<file path="src/rtl/pll_ctrl_regs.sv">
module pll_ctrl_regs #(
  parameter int LOCK_DELAY = 2000,
  parameter int CNT_W      = 64
) (
  input  logic        clk,
  input  logic        rst_n,
  input  logic        wr_en,
  input  logic        rd_en,
  input  logic [1:0]  addr,
  input  logic [31:0] wdata,
  output logic [31:0] rdata,
  output logic        lock,
  output logic [5:0]  ref_div,
  output logic [11:0] fb_div,
  output logic [2:0]  post_div1,
  output logic [2:0]  post_div2
);
  localparam logic [31:0] CS_RST   = 32'h0000_0001;
  localparam logic [31:0] PWR_RST  = 32'h0000_002D;
  localparam logic [31:0] FB_RST   = 32'h0000_0000;
  localparam logic [31:0] POST_RST = 32'h0007_7000;
  localparam logic [CNT_W-1:0] DELAY = CNT_W'(LOCK_DELAY);

  logic [31:0] cs_q, pwr_q, fb_q, post_q;
  logic [31:0] cs_n, pwr_n, fb_n, post_n;
  logic [CNT_W-1:0] cnt_q, target_q;
  logic armed_q;
  logic ready_q, ready_n, cfg_chg;

  assign cs_n   = (wr_en && addr == 2'd0) ? {1'b0, wdata[30:0]} : cs_q;
  assign pwr_n  = (wr_en && addr == 2'd1) ? wdata : pwr_q;
  assign fb_n   = (wr_en && addr == 2'd2) ? wdata : fb_q;
  assign post_n = (wr_en && addr == 2'd3) ? wdata : post_q;

  assign ready_q = (fb_q[11:0] != 12'd0) && !pwr_q[0] && !pwr_q[5];
  assign ready_n = (fb_n[11:0] != 12'd0) && !pwr_n[0] && !pwr_n[5];
  assign cfg_chg = (cs_n[5:0] != cs_q[5:0]) || (fb_n[11:0] != fb_q[11:0]);

  assign lock = armed_q && ready_q && (cnt_q >= target_q);

  always_ff @(posedge clk) begin
    if (!rst_n) begin
      cs_q     <= CS_RST;
      pwr_q    <= PWR_RST;
      fb_q     <= FB_RST;
      post_q   <= POST_RST;
      cnt_q    <= '0;
      target_q <= '0;
      armed_q  <= 1'b0;
      rdata    <= '0;
    end else begin
      cnt_q <= cnt_q + 1'b1;
      if (wr_en) begin
        cs_q   <= cs_n;
        pwr_q  <= pwr_n;
        fb_q   <= fb_n;
        post_q <= post_n;
        if (!ready_n) begin
          armed_q <= 1'b0;
        end else if (!armed_q || cfg_chg) begin
          armed_q  <= 1'b1;
          target_q <= cnt_q + DELAY;
        end
      end
      if (rd_en) begin
        case (addr)
          2'd0:    rdata <= {lock, cs_q[30:0]};
          2'd1:    rdata <= pwr_q;
          2'd2:    rdata <= fb_q;
          default: rdata <= post_q;
        endcase
      end
    end
  end

  assign ref_div   = (cs_q[5:0] == 6'd0) ? 6'd1 : cs_q[5:0];
  assign fb_div    = fb_q[11:0];
  assign post_div1 = (post_q[18:16] == 3'd0) ? 3'd1 : post_q[18:16];
  assign post_div2 = (post_q[14:12] == 3'd0) ? 3'd1 : post_q[14:12];
endmodule

</file>
<file path="config.mk">
export PLATFORM = sky130hd
export DESIGN_NAME = pll_ctrl_regs
export DESIGN_NICKNAME = d
export VERILOG_FILES = /design/src/rtl/pll_ctrl_regs.sv
export SDC_FILE = /design/constraint.sdc
export NUM_CORES = 1
export LEC_CHECK = 0
export BUFFER_PORTS_ARGS = -buffer_cell sky130_fd_sc_hd__buf_2
export CORE_MARGIN = 2
export CORE_UTILIZATION = 35
export DETAILED_ROUTE_END_ITERATION = 10
export HOLD_SLACK_MARGIN = 0.1
export PLACE_DENSITY = 0.6
export SYNTH_ARGS = -nofsm -noshare
export SYNTH_HDL_FRONTEND = slang
export SYNTH_SLANG_ARGS = --single-unit
</file>
<file path="constraint.sdc">
create_clock -name clk -period 6.9 [get_ports clk]
set_input_delay 0.345 -clock clk [delete_from_list [all_inputs] [get_ports clk]]
set_output_delay 0.345 -clock clk [all_outputs]
set_load 0.01 [all_outputs]
</file>
======== After elaboration in Yosys (flattened, before gate mapping) ========
Index checks and enable logic that the tools add are counted.
cells by class
  muxes and demuxes ....................... 9
  magnitude comparators ................... 1
  equal/unequal tests ..................... 6
  reduce and logical (&&, ||, !) cells .... 29
  add/sub/neg operators ................... 2
operators with widths
  operator                                                                  number
  32-bit case mux with 3 select lines                                       1
  64-bit by 1-bit adder with 64-bit output (second input constant)          1
  64-bit by 11-bit adder with 64-bit output (second input constant)         1
  64-bit >= comparator                                                      1
  12-bit nonzero test                                                       2
  6-bit 2-to-1 mux                                                          3
  12-bit 2-to-1 mux                                                         1
  12-bit inequality test                                                    1
  1-bit logical AND                                                         10
  2-bit AND reduction                                                       5
  3-bit zero test                                                           2
  6-bit zero test                                                           1
  3-bit 2-to-1 mux                                                          2
  6-bit inequality test                                                     1
  1-bit zero test                                                           5
  2-bit == test (second input constant)                                     2
  3-bit AND reduction                                                       1
  2-bit by 1-bit == test with 1-bit output (second input constant)          1
  2-bit zero test                                                           1
  1-bit logical OR                                                          2
  1-bit 2-to-1 mux                                                          2
  2-bit by 1-bit inequality test with 1-bit output (second input constant)  1
storage, ports and cells
  output and inout bits ................... 57
  register bits ........................... 288
  word-level logic and storage cells ...... 58
  bits of input ports ..................... 38

======== Depth between registers and ports, before layout ========
Gate-level depths: netlist of the first run.
  depth in word-level cells ............... 8
  gate-level depth with buffers ........... 10
  depth with buffers taken out ............ 9

======== Least setup slack after synthesis of the first run ========
OpenSTA, ideal clock, no wires.
  path type ............................... register to register
  start ................................... register cnt_q[4]
  end ..................................... register cnt_q[52]
  path buffers ............................ 1
  period minus slack after synthesis ...... 2266 ps
  required time ........................... 6772 ps
  arrival ................................. 2139 ps
  slack ................................... 4634 ps
  stages on the path, launching flop included .. 10
  library setup time ...................... 128 ps
  cells stage by stage .................... dfxtp_1 -> ha_1 -> nand4_1 -> nor4_4 -> nand3_2 -> or2_1 -> buf_2 -> nor4b_2 -> xnor2_1 -> nor2_1
on the way
  cells in the longest elaborated chain, start to end .. 1
RTL lines
  element                                   line  RTL
  start, declared                           26    logic [CNT_W-1:0] cnt_q, target_q;
  start signal, assigned                    52    cnt_q <= cnt_q + 1'b1;
  64-bit by 1-bit adder with 64-bit output  52
Every way passes these cells.
A chain may end at the register's enable or synchronous reset.

======== Worst setup path after layout of the first run ========
  start ................................... input port wr_en
  end ..................................... register target_q[12]
on the way
  cells in the longest elaborated chain, start to end .. 6
  elaborated cells on any way between the ends .. 16
  those cells by class .................... 2 x eq/ne; 3 x mux; 11 x reduce/logical
RTL lines
  element                                                line        RTL
  start, declared                                        7           input logic wr_en,
  1-bit logical AND, on equally long branches            32, 30, 31
  12-bit 2-to-1 mux (tied with other cells)              32          assign fb_n = (wr_en && addr == 2'd2) ? wdata : fb_q;
  12-bit inequality test (tied with other cells)         37          assign cfg_chg = (cs_n[5:0] != cs_q[5:0]) || (fb_n[11:0] != fb_q[11:0]);
  1-bit logical OR or 1-bit logical AND (tied branches)  37, 36
  1-bit logical OR or 1-bit logical AND (tied branches)  60, 36
  3-bit AND reduction (no source line) (*)               -
  end signal, assigned                                   62          target_q <= cnt_q + DELAY;
  end, declared                                          26
Mark *: on every way between the ends. The rest lies on a longest branch, timed or not.

==> results of run 1 <==
-- worst register-to-register path, stage by stage (launching register included) --
cell and delay [ns]:
dfxtp_1 0.44, ha_1 0.34, nand4_1 0.33, nor3_1 0.66, and3_1 0.46, nand3_1 0.21
or3_1 0.40, a21oi_1 0.14
-- stage by stage --
stage                     setup slack, ns  util, %  instances  hold WS [ns]
after floorplan                      4.63        -       1746         0.433
after global placement               2.34     37.0       2251         0.439
after detailed placement             2.28     37.0       2251         0.444
after CTS                            2.79     40.6       2342         0.201
after global routing                 2.47     40.6       2342         0.225
final                                2.83     40.6       2342         0.227
-- where the power goes --
part	internal [mW]	switching, mW
registers	1.70	0.0263
logic	0.101	0.156
clock network	1.10	0.717
-- layer usage --
layer	global-route usage, %	vias up	wire, um
met1	23.7	5670	17500
met3	2.71	51	1990
li1	-	6042	-
met4	3.94	0	640
met5	0	-	0
met2	29.6	275	18300
-- what timing repair did --
action	4_1_cts	5_1_grt
gates resized for setup	0	0
hold buffers	33	0
hold endpoints to repair	125	0
-- logic make-up after synthesis --
kind of cell	Yosys count	share of synthesized area, %
buffers and inverters	210	6.13
multiplexers	72	7.66
XOR/XNOR	112	6.78
adder cells (fa/ha/maj)	66	5.71
flip-flops	288	39.9
AO/OA/AOI/OAI	281	11.3
AND/OR/NAND/NOR	717	22.5
-- layout by cell type (no fill, tap or decap), types with 7 or more instances in the layout --
cell type / Yosys / layout
inv_1: 75 / 75
nor4_1: 20 / 20
ha_1: 66 / 66
dfxtp_1: 288 / 288
xnor2_1: 77 / 77
mux2i_1: 41 / 41
o21ai_1: 7 / 7
xor2_1: 35 / 35
mux4_2: 31 / 31
o21ai_0: 26 / 26
nor3_1: 23 / 23
nand3_1: 51 / 51
nand2b_1: 11 / 10
a211oi_1: 53 / 53
dlygate4sd3_1: 0 / 33
nand2_1: 310 / 310
clkbuf_16: 0 / 31
and3_1: 11 / 11
clkbuf_8: 0 / 8
buf_4: 17 / 12
nor2_1: 192 / 190
buf_2: 25 / 94
a21oi_1: 165 / 165
or3_1: 17 / 17
nand4_1: 38 / 38
nor2b_1: 7 / 7
-- layout make-up --
class                   count  area [um^2]
inverters                  77          297
multi-input cells        1248         7830
clock buffers              45          908
flip-flops and latches    288         5770
well taps                 532          666
fillers                  4089        24300
clock inverters            13          211
repair buffers            139          891
-- state kept, by name, indices dropped and copies added (netlist names) --
register	count
cnt_q	64
target_q	64
fb_q	32
post_q	32
pwr_q	32
rdata	32
cs_q	31
armed_q	1
-- how the worst max path moves through the flow --
stage / from / endpoint / slack, ns / depth (start not counted)
detailed placement: addr[1] / target_q[6] / 2.28 / 11
finish: wr_en / target_q[12] / 2.83 / 11
global route: wr_en / target_q[12] / 2.47 / 11
global placement: addr[1] / target_q[12] / 2.34 / 11
CTS: wr_en / target_q[11] / 2.79 / 11
floorplan: cnt_q[4] / cnt_q[52] / 4.63 / 9
==> metrics.txt, run 1 <==
WP buf/inv 5; TritonCTS buffer count 31; Hold Vio Cnt, Final 0; CORE AREA 40800 um^2; cell mode on critical path buf_4; total global routing overflow 0; Post-Syn Instances 1746; detailed-routing iteration count for the pre-antenna-repair pass 5; top cell family by delay on the critical path buffers and inverters; CTS Sinks 288; Post-synth EDFFs 0; post-route ant nets 0; DR WL/cell 16.4 um; Post-CTS Setup Repair Bufs 0; via count 12.0k; Worst slew margin 25.5%; CP max-delay cell nand3b_1; GP Congestion 0.827; crit path DAT 4.50 ns; number of global-route vias before repair 11.8k; Max VDD drop 0.000161 V; RSZ-0062 raised after global routing no; first-pass GRT wire length 62900 um; CP Data Required Time 7.33 ns; commonest cells in the synthesized netlist nand2_1 (310), dfxtp_1 (288), nor2_1 (192); Synth top area share 39.9%; top fanout value on the critical path 76; Die W 207 um; setup slack, reg-to-reg 3.85 ns; CTS tree yes; hold endpoint post_q[18]; fin crit share 59.0%; hold path start rst_n; buffers from clock root to sink, at most 3; fraction of layout cells with a size suffix above 1 11.5%; flops & latches, synth 288; P&R area growth vs syn 14.6%; Final Cell Area 16600 um^2; count leader, synth nand2_1; fmax 246 MHz; setup_tns 0 ns; Mapped Avg Cell Area 8.28 um^2; Seq/Total Area, Yosys 39.9%; r2r endpoint cnt_q[62]; DR DRC count 0; port bufs 94; P_leak 5.94 nW; number of distinct library cells after synthesis 61; Initial DRC Count 766; Worst Setup Start Kind input pin; final WL 38500 um; final setup fails 0; overall power 3.80 mW; placed cell area 15100 um^2; Primary FF master, synth dfxtp_1; reg2reg path depth 7; Starting Density 35.4%; Clock Latency Late Sink 0.59 ns; slowest stage delay, CP 0.72 ns; CP Capture Type register; initial antenna violation count 0; CP Cell Sequence dlygate4sd3_1, buf_2, nand3b_1, buf_4, o31ai_1, o2111ai_1, a221oi_4, buf_4, buf_4, mux2i_1, nor2_1; Layout Nets 1889; Synth warnings 0; min-delay worst type input pin to register; Hold Path Stages 2; main area contributors after synthesis dfxtp_1 (40%), nand2_1 (8.0%), a21oi_1 (5.7%); DP Wirelength 25400 um; Die H 207 um; antenna fix cells 0; GRT Overall Usage 17.6%; crit path time final 4.07 ns; Clock Pin Slew Worst Setup and Hold Paths 0.07 ns; H-tree depth 1; Async SR Flop Fraction 0%; IO Pins 95; Die ar. 43000 um^2; power density over the cells 229 nW/um^2; max-cap viol count 0; Worst-Margin Slew 1.12 ns; WS Path Type input pin to register; worst r2r src cnt_q[4]; Syn Std Cell Area 14500 um^2; root buffer cell clkbuf_16; Rows 74; largest net degree at the start of global routing 183; run status finished clean; dominant cell type by area after synthesis dfxtp_1; DR vias/cell 5.14; Max Slew Vio Count 0; Worst Skew 0.0175 ns; Post-Syn Nets 1850
(Power assumes the default switching activity.)
==> run 2, diff against run 1 <==
==> constraint.sdc (replaced) <==
create_clock -name clk -period 4 [get_ports clk]
set_input_delay 0.2 -clock clk [delete_from_list [all_inputs] [get_ports clk]]
set_output_delay 0.2 -clock clk [all_outputs]
set_load 0.01 [all_outputs]
==> run 2 against run 1 <==
- combinational power rose by 74%
- clock skew is 0.0058 ns higher
- global-route usage is 0.41 points higher
- total power is 72% higher
- largest cell class unchanged
- largest power group unchanged
- highest routed layer unchanged
==> metrics.txt, run 2 (synthesis results as in run 1) <==
CORE AREA 40800 um^2 (unchanged); Worst Setup SP cnt_q[17]; run status finished clean; Worst Setup Start Kind register; Clk network pwr share 47.7% (about the same); Multi-input gate area 7830 um^2 (about the same); Worst slew margin 23.8% (-1.7 points); top fanout value on the critical path 9 (-88%); Die W 207 um (unchanged); Switching Share 24.1% (+0.44 points); Power Internal 4.97 mW (+71%); CP max-delay cell dfxtp_1; Die ar. 43000 um^2 (unchanged); met3 Use GR 3.62% (+0.91 points); Max Slew Vio Count 0 (unchanged); crit path DAT 3.10 ns (-1.40 ns); r2r endpoint target_q[62]; Switch Pwr 1.58 mW (+75%); most used routing layer met2; fmax 303 MHz; P&R area growth vs syn 15.1%; Worst Skew 0.0233 ns (+0.00575 ns); part of the power in registers 45.5% (about the same); WP buf/inv 1 (-4); fin crit share 82.5%; Post-CTS Setup Repair Bufs 0 (unchanged); Comb power frac 6.8% (about the same); CTS Sinks 288 (unchanged); hold buffers post-CTS 33 (unchanged); fraction of layout cells with a size suffix above 1 11.6% (+0.053 points); RSZ-0062 raised after global routing no; Seq. cell area 5770 um^2 (unchanged); P_leak 5.97 nW (+0.49%); Final Cell Area 16600 um^2 (+0.44%); DR vias/cell 5.21 (+1.3%); Max VDD drop 0.000409 V (+150%); number of global-route vias before repair 12.3k (+3.9%); met2 usage 30.7% (+1.0 points); first-pass GRT wire length 64200 um (+2.1%); dpl ws 1.18 ns (-1.10 ns); initial antenna violation count 0 (unchanged); Stages on worst setup path 9 (-2); top cell family by delay on the critical path compound AO/OA/AOI/OAI gates; root buffer cell clkbuf_16; TritonCTS buffer count 35 (+13%); min-delay worst type input pin to register; CP Data Required Time 3.80 ns (-3.53 ns); H-tree depth 2 (+1); Die H 207 um (unchanged); final WL 38900 um (+0.91%); Worst setup endpoint lock; detailed-routing iteration count for the pre-antenna-repair pass 5 (unchanged); final setup fails 0 (unchanged); placed cell area 15200 um^2 (+0.40%); hold_ws 0.127 ns (-0.0994 ns); DR DRC count 0 (unchanged); top flop regs cnt_q (64), target_q (64); crit path time final 3.30 ns; most frequent cells in the layout nand2_1 (310), dfxtp_1 (288), nor2_1 (190); GP Congestion 0.883 (+6.7%); worst r2r src cnt_q[45]; Worst-Margin Slew 1.14 ns (+0.0257 ns); DR WL/cell 16.5 um (+0.52%); Clock Pin Slew Worst Setup and Hold Paths 0.06 ns (about the same); slowest stage delay, CP 0.51 ns (-0.21 ns); Setup WS post-layout 0.701 ns (-2.13 ns); Clock Latency Late Sink 0.53 ns (-0.06 ns); port bufs 94 (unchanged); overall power 6.55 mW (+72%); setup_tns 0 ns (unchanged); PostCTS Resize Cnt 0 (unchanged); GRT Overall Usage 18.0% (+0.41 points); Initial DRC Count 829 (+8.2%); CTS tree yes; WS Path Type register to output pin; Layout Nets 1898 (+0.48%); Starting Density 35.4% (unchanged); DP Wirelength 25900 um (+1.9%); CP Cell Sequence ha_1, a21oi_1, o21ai_0, a221o_1, o31a_1, nor3_1, o211ai_1, nor2b_1, buf_2; setup slack, reg-to-reg 1.10 ns (-2.75 ns); Hold Vio Cnt, Final 0 (unchanged); max-cap viol count 0 (unchanged); Fill cells 4074 (-0.37%); CP Capture Type output pin; total global routing overflow 0 (unchanged); post-route ant nets 0 (unchanged); power density over the cells 394 nW/um^2 (+71%); via count 12.2k (+1.7%); IO Pins 95 (unchanged); met1 Usage GRT 22.8% (-0.84 points); commonest non-fill, non-tap cell in the layout nand2_1; Rows 74 (unchanged); largest net degree at the start of global routing 160 (-13%); antenna fix cells 0 (unchanged); reg2reg path depth 6 (-1); buffers from clock root to sink, at most 3 (unchanged)
[run 2: cell count changes in the layout (fill, tap and decap cells not counted)]
cell | before | now
clkbuf_8 | 8 | 5
inv_6 | 0 | 1
clkinv_4 | 1 | 0
clkinv_8 | 0 | 1
buf_4 | 12 | 15
inv_16 | 1 | 0
nand2b_1 | 10 | 11
bufinv_16 | 5 | 2
clkbuf_16 | 31 | 35
nand2b_2 | 1 | 0
buf_12 | 0 | 2
clkinv_16 | 0 | 1
clkinv_2 | 5 | 4
clkbuf_1 | 6 | 12
[run 2: how the worst min path moves through the flow]
| stage | start | to | slack (ns) | cells past startpoint |
|---|---|---|---|---|
| 2_1_floorplan | wdata[13] | post_q[13] | 0.32 | 2 |
| 4_1_cts | rst_n | post_q[14] | 0.12 | 2 |
| 3_3_place_gp | fb_q[14] | fb_q[14] | 0.44 | 2 |
| 6_report | rst_n | post_q[14] | 0.13 | 2 |
| 3_5_place_dp | fb_q[17] | fb_q[17] | 0.45 | 2 |
| 5_1_grt | rst_n | post_q[14] | 0.14 | 2 |
[run 2: routing by layer]
metal | routed length [um] | share of wire, %
met5 | 0 | 0
met4 | 944 | 2.4
met3 | 2300 | 5.9
met2 | 18600 | 48
met1 | 17000 | 44
[run 2: area by class of cell]
type                            count  share of cell area [%]
Clock buffer                       52                    5.95
Clock inverter                     10                   0.857
Inverter                           77                    1.78
Multi-Input combinational cell   1248                    47.0
Sequential cell                   288                    34.6
Tap cell                          532                    4.00
Timing Repair Buffer              144                    5.73
[run 2: through the flow]
stage	util (%)	instances
final	40.8	2351
after global routing	40.8	2351
after CTS	40.8	2351
after detailed placement	37.2	2256
after global placement	37.2	2256
after floorplan	-	1746
[run 2: power by group through the flow]
| stage | registers [mW] | logic [mW] | clock network (mW) |
|---|---|---|---|
| final | 2.98 | 0.446 | 3.12 |
| after global routing | 2.99 | 0.492 | 3.31 |
| after floorplan | 3.03 | 0.283 | 0 |
| after detailed placement | 3.04 | 0.422 | 0 |
| after CTS | 2.98 | 0.449 | 3.18 |
| after global placement | 3.04 | 0.414 | 0 |
==> run 3, diff against run 2 <==
--- a/config.mk
+++ b/config.mk
@@ -10,7 +10,7 @@
 export CORE_UTILIZATION = 35
 export DETAILED_ROUTE_END_ITERATION = 10
 export HOLD_SLACK_MARGIN = 0.1
-export PLACE_DENSITY = 0.6
+export PLACE_DENSITY = 0.62
 export SYNTH_ARGS = -nofsm -noshare
 export SYNTH_HDL_FRONTEND = slang
 export SYNTH_SLANG_ARGS = --single-unit
==> constraint.sdc (replaced) <==
create_clock -name clk -period 3 [get_ports clk]
set_input_delay 0.15 -clock clk [delete_from_list [all_inputs] [get_ports clk]]
set_output_delay 0.15 -clock clk [all_outputs]
set_load 0.01 [all_outputs]
==> run 3 against run 2 <==
- utilization is 0.68 points higher
- die area stayed put
- first-iteration DRC count is 3.1% higher
- clock power is 32% higher
- sequential share of layout area is 0.49 points lower
- setup slack worse by 0.63 ns
- routed wire length is 0.10% lower
- global-route usage is 0.12 points lower
==> metrics.txt, run 3 (synthesis results as in run 1) <==
hold_ws 0.227 ns (+0.0996 ns); power density over the cells 514 nW/um^2 (+31%); TritonCTS buffer count 34 (-2.9%); via count 12.4k (+1.0%); DP Wirelength 26200 um (+1.2%); most frequent cells in the layout nand2_1 (310), dfxtp_1 (277), nor2_1 (189); crit path DAT 2.78 ns (-0.32 ns); CTS tree yes; DR vias/cell 5.21 (about the same); first-pass GRT wire length 64000 um (-0.38%); Setup WS post-layout 0.0739 ns (-0.627 ns); root buffer cell clkbuf_16; post-layout util 41.4% (+0.68 points); max-cap viol count 0 (unchanged); number of global-route vias before repair 11.9k (-2.9%); commonest non-fill, non-tap cell in the layout nand2_1; port bufs 94 (unchanged); DR DRC count 0 (unchanged); top fanout value on the critical path 6 (-3); Die W 207 um (unchanged); GP Congestion 0.861 (-2.4%); CTS Sinks 288 (unchanged); Max Slew Vio Count 0 (unchanged); Worst slew margin 35.8% (+12 points); final setup fails 0 (unchanged); final WL 38800 um (-0.10%); WS Path Type register to output pin; top flop regs cnt_q (64), target_q (64); buffers from clock root to sink, at most 3 (unchanged); H-tree depth 2 (unchanged); Fill cells 4019 (-1.4%); P&R area growth vs syn 17.0%; CP max-delay cell dfxtp_1; Starting Density 35.4% (unchanged); total global routing overflow 0 (unchanged); largest net degree at the start of global routing 155 (-3.1%); CP Cell Sequence ha_1, nand4_1, nor3_2, a221o_1, o31a_1, nor3_2, o211ai_1, nor2b_4, buf_2; slowest stage delay, CP 0.45 ns (-0.06 ns); Initial DRC Count 855 (+3.1%); Rows 74 (unchanged); overall power 8.70 mW (+33%); Max VDD drop 0.000462 V (+13%); IO Pins 95 (unchanged); DR WL/cell 16.3 um (-1.1%); CORE AREA 40800 um^2 (unchanged); fin crit share 97.5%; dpl ws 0.360 ns (-0.824 ns); Post-CTS Setup Repair Bufs 0 (unchanged); Die ar. 43000 um^2 (unchanged); detailed-routing iteration count for the pre-antenna-repair pass 5 (unchanged); antenna fix cells 0 (unchanged); initial antenna violation count 0 (unchanged); cell mode on critical path nor3_2; crit path time final 2.93 ns; Die H 207 um (unchanged); Clock Latency Late Sink 0.53 ns (about the same); run status finished clean; Hold Vio Cnt, Final 0 (unchanged); CP Data Required Time 2.85 ns (-0.95 ns); Layout Nets 1924 (+1.4%); post-route ant nets 0 (unchanged); min-delay worst type input pin to register; GRT Overall Usage 17.9% (-0.12 points); CP Capture Type output pin; Worst Skew 0.0296 ns (+0.00627 ns); fraction of layout cells with a size suffix above 1 13.6% (+2.0 points); Clock Pin Slew Worst Setup and Hold Paths 0.06 ns (about the same); P_leak 6.13 nW (+2.6%); Worst-Margin Slew 0.962 ns (-0.180 ns); Worst Setup Start Kind register; fmax 342 MHz
-- run 3: worst paths after layout --
kind                   from        end  slack, ns  cells after the start
setup reg to reg   cnt_q[4]  cnt_q[62]       0.33                      8
hold reg to reg    fb_q[15]   fb_q[15]       0.45                      2
hold / removal      addr[0]   pwr_q[2]       0.23                      3
setup / recovery  cnt_q[26]       lock       0.07                      9
-- run 3: layout make-up --
class	count	area [um^2]	area share (%)
clock buffer	49	988	5.84
clock inverter	9	114	0.673
inverter	77	297	1.75
multi-input combinational	1248	7860	46.4
sequential	288	5780	34.2
tap	532	666	3.93
timing repair buffer	171	1220	7.20
-- run 3: timing repair --
| action | 4_1_cts | 5_1_grt |
|---|---|---|
| hold buffers | 38 | 0 |
| hold endpoints to repair | 128 | 0 |
| gates resized for setup | 6 | 13 |
| setup endpoints to repair | 1 | 1 |
| pin swaps | 1 | 2 |
-- run 3: per-stage QoR --
stage / area, um^2 / TNS, ns / std cells
2_1_floorplan: 14500 / 0 / 1746
6_report: 16900 / 0 / 2374
4_1_cts: 16900 / 0 / 2374
3_3_place_gp: 15400 / 0 / 2278
5_1_grt: 16900 / -0.0239 / 2374
3_5_place_dp: 15400 / 0 / 2278
-- run 3: critical path, delay by kind of cell, from the launching register on --
family,cells,cell delay [ns]
flip-flops,1,0.45
AND/OR/NAND/NOR,4,0.59
adder cells (fa/ha/maj),1,0.29
AO/OA/AOI/OAI,3,0.80
buffers and inverters,1,0.14
-- run 3: power by group --
group          total [mW]  internal (mW)  leakage [nW]  switching, mW
Clock                4.11           2.47         0.546           1.64
Combinational       0.614          0.251          3.24          0.363
Sequential           3.97           3.91          2.34         0.0601
Total                8.70           6.63          6.13           2.07
-- run 3: layer usage --
layer | GRT usage, % | wire length, um | part of all wire, % | up-vias
li1 | - | - | - | 6103
met1 | 23.2 | 17300 | 45 | 5882
met2 | 30.5 | 18600 | 48 | 320
met3 | 2.95 | 1880 | 4.8 | 67
met4 | 5.25 | 996 | 2.6 | 0
met5 | 0 | 0 | 0 | -
